[src/rtl/uart_tx_pkg.sv]
package uart_tx_pkg;
   typedef enum logic [1:0] {
      TX_IDLE = 2'd0,
      TX_WAIT = 2'd1,
      TX_SEND = 2'd2
   } tx_state_e;

   localparam int unsigned STOP_MAX = 2;
endpackage

[src/rtl/uart_tx_framer.sv]
module uart_tx_framer #(
   parameter int unsigned DATA_W    = 8,
   parameter int unsigned MIN_DATA  = 5,
   parameter bit          PARITY_OK = 1'b1,
   parameter int unsigned LEN_W     = 2,
   parameter int unsigned BODY_W    = 11,
   parameter int unsigned CNT_W     = 4
) (
   input  logic [DATA_W-1:0] data,
   input  logic [LEN_W-1:0]  len,
   input  logic              par_en,
   input  logic              par_odd,
   input  logic              two_stop,
   output logic [BODY_W-1:0] body,
   output logic [CNT_W-1:0]  nbits
);
   logic [CNT_W-1:0]  n_raw;
   logic [CNT_W-1:0]  n_data;
   logic [DATA_W-1:0] masked;
   logic              par_use;
   logic              par_bit;

   always_comb begin
      n_raw  = CNT_W'(MIN_DATA) + CNT_W'(len);
      n_data = (n_raw > CNT_W'(DATA_W)) ? CNT_W'(DATA_W) : n_raw;
   end

   generate
      if (PARITY_OK) begin : g_par
         assign par_use = par_en;
      end else begin : g_nopar
         assign par_use = 1'b0;
      end
   endgenerate

   for (genvar gi = 0; gi < DATA_W; gi++) begin : g_mask
      assign masked[gi] = data[gi] & (CNT_W'(gi) < n_data);
   end

   assign par_bit = (^masked) ^ par_odd;

   for (genvar gb = 0; gb < BODY_W; gb++) begin : g_body
      if (gb < DATA_W) begin : g_dslot
         assign body[gb] = (CNT_W'(gb) < n_data) ? data[gb]
                         : ((CNT_W'(gb) == n_data) && par_use) ? par_bit
                         : 1'b1;
      end else begin : g_tslot
         assign body[gb] = ((CNT_W'(gb) == n_data) && par_use) ? par_bit : 1'b1;
      end
   end

   assign nbits = CNT_W'(2) + n_data + CNT_W'(par_use) + CNT_W'(two_stop);
endmodule

[src/rtl/uart_tx_seq.sv]
module uart_tx_seq
   import uart_tx_pkg::*;
#(
   parameter int unsigned CNT_W = 4
) (
   input  logic             clk,
   input  logic             rst_n,
   input  logic             baud_tick,
   input  logic             in_valid,
   input  logic [CNT_W-1:0] nbits,
   output logic             load,
   output logic             go_start,
   output logic             go_shift,
   output logic             go_end,
   output logic             busy
);
   tx_state_e        state;
   logic [CNT_W-1:0] remain;

   assign busy     = (state != TX_IDLE);
   assign load     = (state == TX_IDLE) && in_valid;
   assign go_start = (state == TX_WAIT) && baud_tick;
   assign go_shift = (state == TX_SEND) && baud_tick && (remain != CNT_W'(1));
   assign go_end   = (state == TX_SEND) && baud_tick && (remain == CNT_W'(1));

   always_ff @(posedge clk or negedge rst_n) begin
      if (!rst_n) begin
         state  <= TX_IDLE;
         remain <= '0;
      end else begin
         if (load) begin
            state  <= TX_WAIT;
            remain <= nbits;
         end else if (go_start) begin
            state  <= TX_SEND;
         end else if (go_shift) begin
            remain <= remain - CNT_W'(1);
         end else if (go_end) begin
            state  <= TX_IDLE;
            remain <= '0;
         end
      end
   end
endmodule

[src/rtl/uart_tx_shift.sv]
module uart_tx_shift #(
   parameter int unsigned BODY_W = 11
) (
   input  logic              clk,
   input  logic              rst_n,
   input  logic              load,
   input  logic              go_start,
   input  logic              go_shift,
   input  logic              go_end,
   input  logic [BODY_W-1:0] body,
   output logic              txd
);
   logic [BODY_W-1:0] shreg;

   always_ff @(posedge clk or negedge rst_n) begin
      if (!rst_n) begin
         shreg <= '1;
         txd   <= 1'b1;
      end else begin
         if (load) begin
            shreg <= body;
         end else if (go_start) begin
            txd <= 1'b0;
         end else if (go_shift) begin
            txd   <= shreg[0];
            shreg <= {1'b1, shreg[BODY_W-1:1]};
         end else if (go_end) begin
            txd <= 1'b1;
         end
      end
   end
endmodule

[src/rtl/uart_frame_tx.sv]
module uart_frame_tx #(
   parameter int unsigned DATA_W    = 8,
   parameter int unsigned MIN_DATA  = 5,
   parameter bit          PARITY_OK = 1'b1
) (
   input  logic                                   clk,
   input  logic                                   rst_n,
   input  logic                                   baud_tick,
   input  logic                                   in_valid,
   output logic                                   in_ready,
   input  logic [DATA_W-1:0]                      in_data,
   input  logic [$clog2(DATA_W-MIN_DATA+1)-1:0]   cfg_len,
   input  logic                                   cfg_par_en,
   input  logic                                   cfg_par_odd,
   input  logic                                   cfg_two_stop,
   output logic                                   busy,
   output logic                                   txd
);
   localparam int unsigned LEN_W     = $clog2(DATA_W - MIN_DATA + 1);
   localparam int unsigned BODY_W    = DATA_W + 1 + uart_tx_pkg::STOP_MAX;
   localparam int unsigned FRAME_MAX = BODY_W + 1;
   localparam int unsigned CNT_W     = $clog2(FRAME_MAX + 1);

   generate
      if (MIN_DATA < 1 || MIN_DATA > DATA_W) begin : g_bad_min
         $error("uart_frame_tx: MIN_DATA must lie in 1..DATA_W");
      end
      if (LEN_W < 1) begin : g_bad_len
         $error("uart_frame_tx: data length range must span at least two values");
      end
   endgenerate

   logic [BODY_W-1:0] body;
   logic [CNT_W-1:0]  nbits;
   logic              load;
   logic              go_start;
   logic              go_shift;
   logic              go_end;
   logic              seq_busy;

   uart_tx_framer #(
      .DATA_W    (DATA_W),
      .MIN_DATA  (MIN_DATA),
      .PARITY_OK (PARITY_OK),
      .LEN_W     (LEN_W),
      .BODY_W    (BODY_W),
      .CNT_W     (CNT_W)
   ) u_framer (
      .data     (in_data),
      .len      (cfg_len),
      .par_en   (cfg_par_en),
      .par_odd  (cfg_par_odd),
      .two_stop (cfg_two_stop),
      .body     (body),
      .nbits    (nbits)
   );

   uart_tx_seq #(
      .CNT_W (CNT_W)
   ) u_seq (
      .clk       (clk),
      .rst_n     (rst_n),
      .baud_tick (baud_tick),
      .in_valid  (in_valid),
      .nbits     (nbits),
      .load      (load),
      .go_start  (go_start),
      .go_shift  (go_shift),
      .go_end    (go_end),
      .busy      (seq_busy)
   );

   uart_tx_shift #(
      .BODY_W (BODY_W)
   ) u_shift (
      .clk      (clk),
      .rst_n    (rst_n),
      .load     (load),
      .go_start (go_start),
      .go_shift (go_shift),
      .go_end   (go_end),
      .body     (body),
      .txd      (txd)
   );

   assign busy     = seq_busy;
   assign in_ready = !seq_busy;
endmodule

[config.mk]
export PLATFORM = sky130hd
export DESIGN_NAME = uart_frame_tx
export DESIGN_NICKNAME = d
export VERILOG_FILES = /design/src/rtl/uart_tx_pkg.sv /design/src/rtl/uart_tx_framer.sv /design/src/rtl/uart_tx_seq.sv /design/src/rtl/uart_tx_shift.sv /design/src/rtl/uart_frame_tx.sv
export SDC_FILE = /design/constraint.sdc
export NUM_CORES = 1
export LEC_CHECK = 0
export BUFFER_PORTS_ARGS = -buffer_cell sky130_fd_sc_hd__buf_2
export CAP_MARGIN = 20
export CORE_MARGIN = 2
export CORE_UTILIZATION = 30
export DETAILED_ROUTE_END_ITERATION = 6
export GPL_TIMING_DRIVEN = 0
export SETUP_SLACK_MARGIN = 0.02
export SLEW_MARGIN = 40
export SYNTH_ARGS = -nofsm -noshare
export SYNTH_HDL_FRONTEND = slang
export SYNTH_HIERARCHICAL = 1
export SYNTH_SLANG_ARGS = --single-unit
[constraint.sdc]
create_clock -name clk -period 2.3 [get_ports clk]
set_input_delay 0.23 -clock clk [delete_from_list [all_inputs] [get_ports clk]]
set_output_delay 0.23 -clock clk [all_outputs]
set_load 0.01 [all_outputs]
==> metrics <==
status completed; post-synth cell types 42; min-delay src cfg_par_en; Register Area 465.4 um2; Sum Neg Setup Slack 0 ps; drc violations 0; Crit path max-delay family XOR/XNOR gates; Hold EP u_shift/shreg[6]$_DFFE_PN1P_; worst skew pair latency 250 ps; Seq cells post-synth 18; startpoint types primary input; CTS resizes 0; CP Data Arrival Time 2090 ps; Main synth FF type dfstp_2; Post CTS Setup Buffer Count 0; Clock Root Buffer clkbuf_8; die width 74.12 um; Clock Sinks 18; r2r setup slk 420 ps; dpl cells 245; total track usage 11.76%; Worst Path Buf+Inv 2; antenna cells 0; Slew HR 58.44%; Hold Path Class in -> reg; Synth-to-Final Area Change 16.54%; largest net degree at the start of global routing 19; Worst-Margin Slew 620.6 ps; Port-buffer cells 19; First-pass DRT Iterations 4; hold buffers post-CTS 1; DRT iter0 DRCs 41; layout cells sized above 1 30.60%; slowest stage delay, CP 350 ps; Wirelength per Cell 11.42 um; slack of the critical path 401.0 ps; unrepaired setup endpoints after global routing false; Reg power frac 38.0%; Hold Path Cell Cnt 4; total CTS buffers 3; final period utilization 82.56%; grt ovf 0; starting density of the core 31.23%; Post-Layout Cell Count 250; endpoints failing setup 0; Max-Cap Viols 0; Via-to-Cell Ratio 4.516; Worst Setup End Kind flip-flop; Final Hold Viols 0; GPL Wtd Cong 0.7537; Clk pwr share 15.7%; antenna-violating nets left 0; Seq/Total Area, Yosys 31.55%; final wirelength 2855 um; Fin Clk Skew 1.378 ps; P per Cell Area 960.8 mW/mm2; Nets 211; crit path kind in -> reg; CP Max Fanout 10; net switching power 0.0006065 W; H-tree depth 1; Pint 0.001045 W; EDFF count, synth 0; maximum buffer depth of the clock tree 2; r2r startpoint u_seq/remain[1]$_DFFE_PN0P_; FF-to-FF End u_shift/shreg[1]$_DFFE_PN1P_; Die Y 74.12 um; Synthesis Warnings 6; core area 0.004723 mm2; area occupied by multi-input gates 893.4 um2; largest vdd supply drop 0.0002773 V; fmax 526.6 MHz; Async S/R FF share, synth 100.0%; via count 1129; max-slew violation count 0; HPWL after DPL 2204 um; Pleak 0.8061 nW; synthesized cell area 0.001475 mm2; reg2reg path depth 9; initial antenna violation count 0; Synth Instances 159; first-pass GRT wire length 5085 um; Comb pwr share 46.3%; required time of the critical path 2490 ps; pre-CTS setup slack 107.2 ps; standard-cell row count 25; cells along the critical path buf_2 -> ha_1 -> and4bb_2 -> a21oi_1 -> xnor2_1 -> xnor3_2 -> buf_6 -> a41oi_2 -> nand2_1 -> o21ai_1; synthesized area per cell 9.278 um2; crit path max-delay cell type ha_1; # fillers 489; clk slew on worst S/H paths 70 ps; syn nets 186; Die ar. 0.005494 mm2; crit path time final 1899 ps; # IOs 20; switching share of power 36.72%; vias in the first global route 1102; CTS tree yes
[how the worst max path moves through the flow]
stage / start / endpoint / slack, ps / cells after the start
3_3_place_gp: cfg_len[0] / u_shift/shreg[5]$_DFFE_PN1P_ / 120 / 10
3_5_place_dp: cfg_len[0] / u_shift/shreg[5]$_DFFE_PN1P_ / 110 / 10
5_1_grt: cfg_len[0] / u_shift/shreg[1]$_DFFE_PN1P_ / 230 / 10
6_report: cfg_len[0] / u_shift/shreg[5]$_DFFE_PN1P_ / 400 / 10
4_1_cts: cfg_len[0] / u_shift/shreg[5]$_DFFE_PN1P_ / 360 / 10
2_1_floorplan: cfg_len[0] / u_shift/shreg[5]$_DFFE_PN1P_ / 460 / 9
[through the flow]
| step | hold slack, ps | power, W | cell area [um2] | utilization, % |
|---|---|---|---|---|
| after global routing | 307.1 | 0.001794 | 1719 | 36.40 |
| after detailed placement | 185.8 | 0.001407 | 1654 | 35.02 |
| after floorplan | -65.59 | 0.001231 | 1475 | - |
| after global placement | 178.9 | 0.001387 | 1654 | 35.02 |
| final | 289.2 | 0.001652 | 1719 | 36.40 |
| after CTS | 290.1 | 0.001673 | 1719 | 36.40 |
[Yosys cell counts (3+ instances only)]
cell type / n / share of area (%)
ha_1: 9 / 7.6
o21ai_0: 4 / 1.4
a41oi_2: 5 / 5.5
inv_1: 18 / 4.6
xnor2_1: 5 / 3.0
nor2_1: 14 / 3.6
a21oi_1: 5 / 1.7
dfstp_2: 12 / 21
buf_2: 3 / 1.0
o21ai_1: 9 / 3.1
nand4_1: 3 / 1.3
nand2_1: 18 / 4.6
o211ai_1: 4 / 2.0
dfrtp_1: 6 / 10
mux2i_1: 12 / 8.1
[cell families after synthesis]
family          after synthesis  share of synthesized area [%]
flops                        18                          31.55
xor+xnor                      9                          6.870
compound gates               35                          18.32
buf+inv                      25                          7.887
simple gates                 50                          18.24
fa+ha+maj                    10                          8.991
mux                          12                          8.143
[tightest hold or removal path, cell delays in order]
cell and delay, ps:
buf_2 100, a41oi_2 90, nand2_1 60, o21ai_1 50
[per-layer routing]
layer  vias up  track usage [%]  wire, um
li1        593                -         -
met1       521            16.54      1448
met2        13            19.05      1336
met3         2           0.8130        43
met4         0            4.242        27
met5         -                0         0
[final cells by class]
class	count	share of cell area [%]
Sequential cell	18	27.07
Timing Repair Buffer	20	6.114
Buffer	7	2.838
Clock buffer	4	3.202
Inverter	18	3.930
Tap cell	67	4.876
Multi-Input combinational cell	116	51.97
[sequential cells by signal, summed over array words and instances (netlist names)]
| register | count |
|---|---|
| u_shift/txd | 1 |
| u_shift/shreg | 11 |
| u_seq/state | 2 |
| u_seq/remain | 4 |
[layout by cell type (no fill, tap or decap), types with 2 or more instances in the layout]
| cell type | n |
|---|---|
| inv_1 | 18 |
| clkbuf_8 | 4 |
| nand3_1 | 2 |
| a31oi_1 | 2 |
| xor2_1 | 2 |
| nor2_1 | 14 |
| a21oi_1 | 5 |
| nand4_1 | 3 |
| xnor2_1 | 5 |
| nand2b_4 | 2 |
| mux2i_1 | 12 |
| a41oi_2 | 5 |
| dfstp_2 | 12 |
| nor2b_1 | 2 |
| buf_2 | 22 |
| o21ai_0 | 4 |
| o211ai_1 | 4 |
| ha_1 | 9 |
| o21ai_1 | 9 |
| dfrtp_1 | 6 |
| nand2_1 | 18 |
[power groups by stage]
stage / Clock [W] / Sequential, W / Combinational [W]
after CTS: 0.000267 / 0.000630 / 0.000776
after detailed placement: 0 / 0.000635 / 0.000771
after global placement: 0 / 0.000632 / 0.000756
after global routing: 0.000280 / 0.000650 / 0.000864
after floorplan: 0 / 0.000615 / 0.000616
final: 0.000259 / 0.000627 / 0.000765
Power figures use the tool's default switching activity.
